--- src/rtl/por_pkg.sv ---
package por_pkg;
  typedef enum logic [1:0] {
    ST_WAIT_CORE = 2'd0,
    ST_DELAY     = 2'd1,
    ST_WAIT_BOTH = 2'd2,
    ST_RUN       = 2'd3
  } por_state_t;

  localparam int unsigned NRAIL = 2;

  // 1x: fast timing; 01 and 00 (watchdog off): slow timing
  function automatic logic tsel_is_fast(input logic [1:0] sel);
    case (sel)
      2'b10, 2'b11: return 1'b1;
      default:      return 1'b0;
    endcase
  endfunction
endpackage

--- src/rtl/por_rail_filter.sv ---
module por_rail_filter #(
  parameter int unsigned REACT_CYC = 1000
) (
  input  logic clk,
  input  logic rst_n,
  input  logic ok_i,
  output logic fail_o
);
  localparam int unsigned RW = $clog2(REACT_CYC + 1);

  logic [RW-1:0] low_run;

  always_ff @(posedge clk or negedge rst_n) begin
    if (!rst_n) begin
      low_run <= '0;
    end else if (ok_i) begin
      low_run <= '0;
    end else if (low_run != RW'(REACT_CYC)) begin
      low_run <= low_run + 1'b1;
    end
  end

  // fires on the low sample that follows REACT_CYC earlier low samples
  assign fail_o = !ok_i && (low_run == RW'(REACT_CYC));
endmodule

--- src/rtl/por_delay_timer.sv ---
module por_delay_timer #(
  parameter int unsigned FAST_CYC = 800000,
  parameter int unsigned SLOW_CYC = 3200000
) (
  input  logic       clk,
  input  logic       rst_n,
  input  logic       start_i,
  input  logic [1:0] tsel_i,
  output logic       expired_o
);
  localparam int unsigned MAXC = (FAST_CYC > SLOW_CYC) ? FAST_CYC : SLOW_CYC;
  localparam int unsigned CW   = $clog2(MAXC + 1);

  logic [CW-1:0] cnt;
  logic [CW-1:0] lim;

  always_ff @(posedge clk or negedge rst_n) begin
    if (!rst_n) begin
      cnt <= '0;
      lim <= CW'(MAXC);
    end else if (start_i) begin
      cnt <= '0;
      lim <= por_pkg::tsel_is_fast(tsel_i) ? CW'(FAST_CYC) : CW'(SLOW_CYC);
    end else if (cnt != lim) begin
      cnt <= cnt + 1'b1;
    end
  end

  assign expired_o = (cnt == lim - CW'(1));
endmodule

--- src/rtl/por_sequencer.sv ---
module por_sequencer #(
  parameter int unsigned FAST_CYC  = 800000,
  parameter int unsigned SLOW_CYC  = 3200000,
  parameter int unsigned REACT_CYC = 1000
) (
  input  logic       clk,
  input  logic       rst_n,
  input  logic       core_ok,
  input  logic       io_ok,
  input  logic [1:0] tsel,
  input  logic       wd_req,
  output logic       rst_out_n,
  output logic       rel_pulse
);
  import por_pkg::*;

  por_state_t       state, nxt;
  logic             start;
  logic             expired;
  logic [NRAIL-1:0] rail_ok;
  logic [NRAIL-1:0] rail_fail;
  logic             fail_any;

  assign rail_ok = {io_ok, core_ok};

  for (genvar g = 0; g < NRAIL; g++) begin : g_rail
    por_rail_filter #(.REACT_CYC(REACT_CYC)) u_filt (
      .clk   (clk),
      .rst_n (rst_n),
      .ok_i  (rail_ok[g]),
      .fail_o(rail_fail[g])
    );
  end

  assign fail_any = |rail_fail;

  por_delay_timer #(.FAST_CYC(FAST_CYC), .SLOW_CYC(SLOW_CYC)) u_tmr (
    .clk      (clk),
    .rst_n    (rst_n),
    .start_i  (start),
    .tsel_i   (tsel),
    .expired_o(expired)
  );

  always_comb begin
    nxt   = state;
    start = 1'b0;
    unique case (state)
      ST_WAIT_CORE: begin
        if (core_ok) begin
          nxt   = ST_DELAY;
          start = 1'b1;
        end
      end
      ST_DELAY: begin
        if (!core_ok) begin
          nxt = ST_WAIT_CORE;
        end else if (wd_req) begin
          start = 1'b1;
        end else if (expired) begin
          nxt = io_ok ? ST_RUN : ST_WAIT_BOTH;
        end
      end
      ST_WAIT_BOTH: begin
        if (core_ok && io_ok) begin
          nxt   = ST_DELAY;
          start = 1'b1;
        end
      end
      ST_RUN: begin
        if (fail_any) begin
          nxt = ST_WAIT_CORE;
        end else if (wd_req) begin
          nxt   = ST_DELAY;
          start = 1'b1;
        end
      end
      default: nxt = ST_WAIT_CORE;
    endcase
  end

  always_ff @(posedge clk or negedge rst_n) begin
    if (!rst_n) begin
      state     <= ST_WAIT_CORE;
      rst_out_n <= 1'b0;
      rel_pulse <= 1'b0;
    end else begin
      state     <= nxt;
      rst_out_n <= (nxt == ST_RUN);
      rel_pulse <= (nxt == ST_RUN) && (state != ST_RUN);
    end
  end
endmodule

--- config.mk ---
export PLATFORM = sky130hd
export DESIGN_NAME = por_sequencer
export DESIGN_NICKNAME = d
export VERILOG_FILES = /design/src/rtl/por_pkg.sv /design/src/rtl/por_rail_filter.sv /design/src/rtl/por_delay_timer.sv /design/src/rtl/por_sequencer.sv
export SDC_FILE = /design/constraint.sdc
export NUM_CORES = 1
export LEC_CHECK = 0
export CAP_MARGIN = 20
export CORE_ASPECT_RATIO = 0.75
export CORE_MARGIN = 3
export CORE_UTILIZATION = 51
export DETAILED_ROUTE_END_ITERATION = 6
export PLACE_DENSITY = 0.68
export SETUP_SLACK_MARGIN = 0.4
export SYNTH_ARGS = -nofsm -noshare
export SYNTH_HDL_FRONTEND = slang
export SYNTH_SLANG_ARGS = --single-unit
--- constraint.sdc ---
create_clock -name clk -period 2.99 [get_ports clk]
set_input_delay 0.598 -clock clk [delete_from_list [all_inputs] [get_ports clk]]
set_output_delay 0.598 -clock clk [all_outputs]
set_load 0.02 [all_outputs]
---- Word level (Yosys, flattened, before mapping) ----
Index checks and enable logic that the tools add are counted.
cells by class
  add/subtract/negate cells ............... 4
  multipliers ............................. 0
  div/mod/pow operators ................... 0
  order comparisons ....................... 0
  eq/ne operators ......................... 13
  shift operators ......................... 0
  mux-type cells .......................... 24
  bitwise logic cells ..................... 0
  reduce and logical (&&, ||, !) cells .... 12
operator list
  cell                     number
  $mux W22                 3
  $mux W10                 4
  $add A22 B1 Y22 const B  1
  $eq A22 B22 Y1           1
  $ne A22 B22 Y1           1
  $sub A22 B1 Y22 const B  1
  $add A10 B1 Y10 const B  2
  $eq A10 B10 Y1 const B   2
  $ne A10 B10 Y1 const B   2
  $mux W2                  7
  $eq A2 B2 Y1 const B     5
  $mux W1                  8
  $pmux W2 S4              1
  $reduce_bool A2 Y1       3
  $logic_and A1 B1 Y1      4
  $pmux W1 S4              1
  $reduce_or A2 Y1         2
  $eq A2 B1 Y1 const B     1
  $logic_not A1 Y1         2
  $logic_not A2 Y1         1
  $ne A2 B2 Y1 const B     1
storage, ports and cells
  register bits ........................... 68
  latch bits .............................. 0
  memory bits (writable) .................. 0
  memory bits (read-only) ................. 0
  bits of input ports ..................... 7
  output and inout port bits .............. 2
  logic and storage cells ................. 60
  memories kept ........................... 0

---- Depth between registers and ports, before layout ----
  word-level depth ........................ 8
  mapped depth ............................ 8
  gate-level depth less buffers ........... 7

---- Modules after synthesis ----
From an unflattened synthesis, not the netlist that was laid out.
unflattened totals
  cells, all modules ...................... 276
  area, all modules ....................... 2665.1 sq um
modules (own cells, without submodules)
  module           times used  cells an instance  area an instance (sq um)  seq. area each (sq um)
  por_delay_timer  1           140                1315.0                    601.8
  por_rail_filter  2           56                 544.3                     250.2
  por_sequencer    1           24                 261.5                     100.1

---- Worst setup path after synthesis ----
No wires, ideal clock.
  path type ............................... reg2reg
  start ................................... register g_rail[1].u_filt.low_run[0]
  end ..................................... register u_tmr.lim[19]
  setup time .............................. 0.125 ns
  arrival ................................. 1.840 ns
  slack ................................... 1.024 ns
  stages on the path, launching flop included .. 8
  period minus slack after synthesis ...... 1.966 ns
  cell sequence ........................... dfrtp_1 inv_1 ha_1 nand4b_1 or4_1 a32o_1 buf_6 mux2_4
between the ends
  word-level cells in the longest chain between the ends .. 5
RTL lines
  item                      RTL line               RTL
  start: declaration        por_rail_filter.sv:11  logic [RW-1:0] low_run;
  start signal: assignment  por_rail_filter.sv:19  low_run <= low_run + 1'b1;
  $eq A10 B10 Y1            por_rail_filter.sv:24  assign fail_o = !ok_i && (low_run == RW'(REACT_CYC));
  $logic_and A1 B1 Y1       por_rail_filter.sv:24
  $reduce_or A2 Y1          por_sequencer.sv:35    assign fail_any = |rail_fail;
  $mux W1                   por_sequencer.sv:71    if (fail_any) begin
  $pmux W1 S4               por_sequencer.sv:48    unique case (state)
  end signal: assignment    por_delay_timer.sv:20  lim <= CW'(MAXC);
  end signal: assignment    por_delay_timer.sv:23  lim <= por_pkg::tsel_is_fast(tsel_i) ? CW'(FAST_CYC) : CW'(SLOW_CYC);
  end: declaration          por_delay_timer.sv:15  logic [CW-1:0] lim;
No other way between the ends.
A chain may end at the register's enable or synchronous reset.

---- Worst setup path in the final report ----
  start ................................... register g_rail[1].u_filt.low_run[0]
  end ..................................... register u_tmr.cnt[2]
between the ends
  word-level cells in the longest chain between the ends .. 6
  elaborated cells on any way between the ends .. 7
RTL lines
  item                                                   RTL line               RTL
  $eq A10 B10 Y1 *                                       por_rail_filter.sv:24
  $logic_and A1 B1 Y1 *                                  por_rail_filter.sv:24
  $reduce_or A2 Y1 *                                     por_sequencer.sv:35
  $mux W1 *                                              por_sequencer.sv:71
  $pmux W1 S4 *                                          por_sequencer.sv:48
  $mux W22 / $reduce_bool A2 Y1 (equally long branches)  -
  end signal: assignment                                 por_delay_timer.sv:25  cnt <= cnt + 1'b1;
  end: declaration                                       por_delay_timer.sv:14  logic [CW-1:0] cnt;
Every way passes the cells marked *; elsewhere a longest branch is shown, timed or not.

==> flow_summary.ini <==
[timing]
worst_slew_margin_rel_pct = 55.8
period_minus_slack_ps = 2130
tightest_slew_ps = 657
fin_tns_setup_ps = 0
hold_viol_final = 0
max_freq_mhz = 470
maxSlewViolCount = 0
setup_violations = 0
skew_ps = 8.50
rsz0062_at_grt = no
post-route-period-util_pct = 71.1

[worst_setup_path]
cp_slowest_stage_delay_ps = 500
arrival_ps = 2350
cp_num_buf_inv = 2
path_cells = inv_1, ha_1, nand4b_1, or4_1, a32o_1, buf_4, a21oi_1
critPathKind = flip-flop to flip-flop
crit_path_max_fanout = 17
start_kind = flip-flop
r2r_slack_ps = 860
crit_slowest_cell = or4_1
path_delay_family = simple AND/OR/NAND/NOR gates
worst_ep_required_time_ps = 3220
critPathCaptureType = flip-flop

[drt]
m1WireLength_mm = 2.64
dr_wl_met2_mm = 1.87
detail_route.first_pass.iterations = 4
dr_wl_met3_um = 163
vias = 1856
drt_first_iter_violations = 91
wire_per_inst_um = 14.2
ant_nets = 0
drc_errors = 0
via_per_inst = 5.54
highest_layer = met4
routed_wirelength_mm = 4.74

[yosys]
avgSynthCellArea_um2 = 9.60
synth-edff-count = 0
yosysWarningCount = 0
yosysSeqAreaShare_pct = 46.5
netlist_instances = 269
ys_top_cells_by_area = dfrtp_1 46%, xor2_1 7.1%, nor2_1 6.8%
yosys_register_bits = 48
yosys.area.top_type = dfrtp_1
netlist_area_mm2 = 0.00258
yosysTopAreaCellShare_pct = 45.5
ys_async_sr_fraction_pct = 100
yosysUniqueCellTypes = 41
synth-main-ff-cell = dfrtp_1
synthesis.nets = 282

[run]
drv_cap = 0

[global_route]
globalRoute.totalOverflow = 0
grt_usage_pct = 18.6
grt_pass1_vias = 1782
grt_max_degree = 36
antenna_found_initial = 0
grt_pass1_wl_mm = 8.42

[layout]
area_delta_synth_final_pct = 7.60
num-nets-final = 290
diodes = 0
drive_gt1_share_pct = 6.83
fill_cells = 422
design_area_mm2 = 0.00278
fin_util_pct = 59.4
fin_cells = 335

[clocking]
numCtsBuffers = 5
clkSinkCount = 48
ctsResizeCount = 0
clkLatencyLatePin_ps = 300
path_clk_slew_ps = 90
hold_buffers = 0
cts_tree = yes
cts_setup_buffers = 0
cts_htree_levels = 2
cts_max_path_buffers = 2
cts_root_buf = clkbuf_8

[placed_design]
gp_congestion = 0.795
dpl.cell_count = 327
placed_area_mm2 = 0.00269
hpwl_mm = 3.40
port_buffers = 7

[pwr]
p_leak_uw = 0.00118
ir_drop_uv = 262
power.density_mw_per_mm2 = 549

[outcome]
status = complete, no violations

[floorplan]
start_util_pct = 55.2
die_height_um = 67.6
fp.dieW_um = 88.2
ios = 9
die-area_mm2 = 0.00596
rows = 21
core_area_mm2 = 0.00468

[hold_path]
hold_class = input pin to asynchronous set/reset pin
Yosys cell counts (all sizes together) (3+ instances only):
cell    number
or3          3
mux2i        3
inv         11
nand3       17
xor2        21
nand4        8
ha           6
nor2        47
xnor2       14
and3         7
nand2       12
dfrtp       47
a21oi       11
clkbuf       5
and2         4
buf          5
or4          3
nor3         6
nand2b       3
nor4         6
nand3b       3
power breakdown:
part / switching (µW) / internal [µW] / leakage (µW) / total (µW)
registers: 89.3 / 710 / 0.000653 / 800
logic: 179 / 143 / 0.000477 / 322
clock network: 221 / 185 / 0.0000510 / 406
total: 489 / 1040 / 0.00118 / 1530
registers in the layout, indices dropped and copies added, names as in the netlist:
name / cells
u_tmr.lim: 2
u_tmr.cnt: 22
rel_pulse: 1
state: 2
rst_out_n: 1
g_rail.u_filt.low_run: 20
worst paths after layout:
path | start | endpoint | depth (start not counted)
setup / recovery | g_rail[1].u_filt.low_run[0]$_DFFE_PN0N_ | u_tmr.cnt[2]$_DFFE_PN0P_ | 7
hold / removal | rst_n | g_rail[0].u_filt.low_run[1]$_DFFE_PN0N_ | 1
setup reg to reg | g_rail[1].u_filt.low_run[0]$_DFFE_PN0N_ | u_tmr.cnt[2]$_DFFE_PN0P_ | 7
hold reg to reg | u_tmr.lim[20]$_DFFE_PN1N_ | u_tmr.lim[20]$_DFFE_PN1N_ | 2
max in group asynchronous | rst_n | u_tmr.lim[20]$_DFFE_PN1N_ | 2
min in group clk | u_tmr.lim[20]$_DFFE_PN1N_ | u_tmr.lim[20]$_DFFE_PN1N_ | 2
logic make-up after synthesis:
kind of cell | synth area share [%]
muxes | 1.74
DFF | 46.5
AOI/OAI and AO/OA | 5.57
adders and majority gates | 2.91
xor gates and xnor gates | 11.9
buffers and inverters | 4.02
and+or+nand+nor | 27.4
metal layers:
metal	track usage (%)	up-vias
met3	4.02	4
met2	25.2	25
met1	28.1	884
li1	-	943
met4	7.92	0
met5	0	-
area by class of cell:
cell class	count	area [µm²]	share of cell area, %
Multi-Input combinational cell	200	1280	45.9
Sequential cell	48	1200	43.2
Timing Repair Buffer	11	95.1	3.42
Clock buffer	6	82.6	2.97
Tap cell	57	71.3	2.57
Inverter	11	41.3	1.49
Clock inverter	2	10.0	0.360
stage by stage:
| step | setup slack [ps] | hold slack [ps] | total power [µW] |
|---|---|---|---|
| 2_1_floorplan | 1020 | 302 | 1060 |
| 3_3_place_gp | 556 | 508 | 1130 |
| 3_5_place_dp | 545 | 510 | 1140 |
| 4_1_cts | 853 | 177 | 1540 |
| 5_1_grt | 711 | 185 | 1620 |
| 6_report | 863 | 172 | 1530 |
cell usage in the layout (no fill, tap or decap), types with 3 or more instances in the layout:
cell and n:
a21oi_1 11, mux2i_1 3, clkdlybuf4s50_1 6, clkbuf_8 6, and3_1 7, buf_4 4, nand4_1 8, inv_1 11
nor3_1 6, dfrtp_1 47, xor2_1 21, nor2_1 47, or4_1 3, or3_1 3, xnor2_1 14, nand3_1 17
nand2b_1 3, and2_1 4, nand3b_1 3, nor4_1 4, ha_1 6, nand2_1 12
Power figures use the tool's default switching activity.
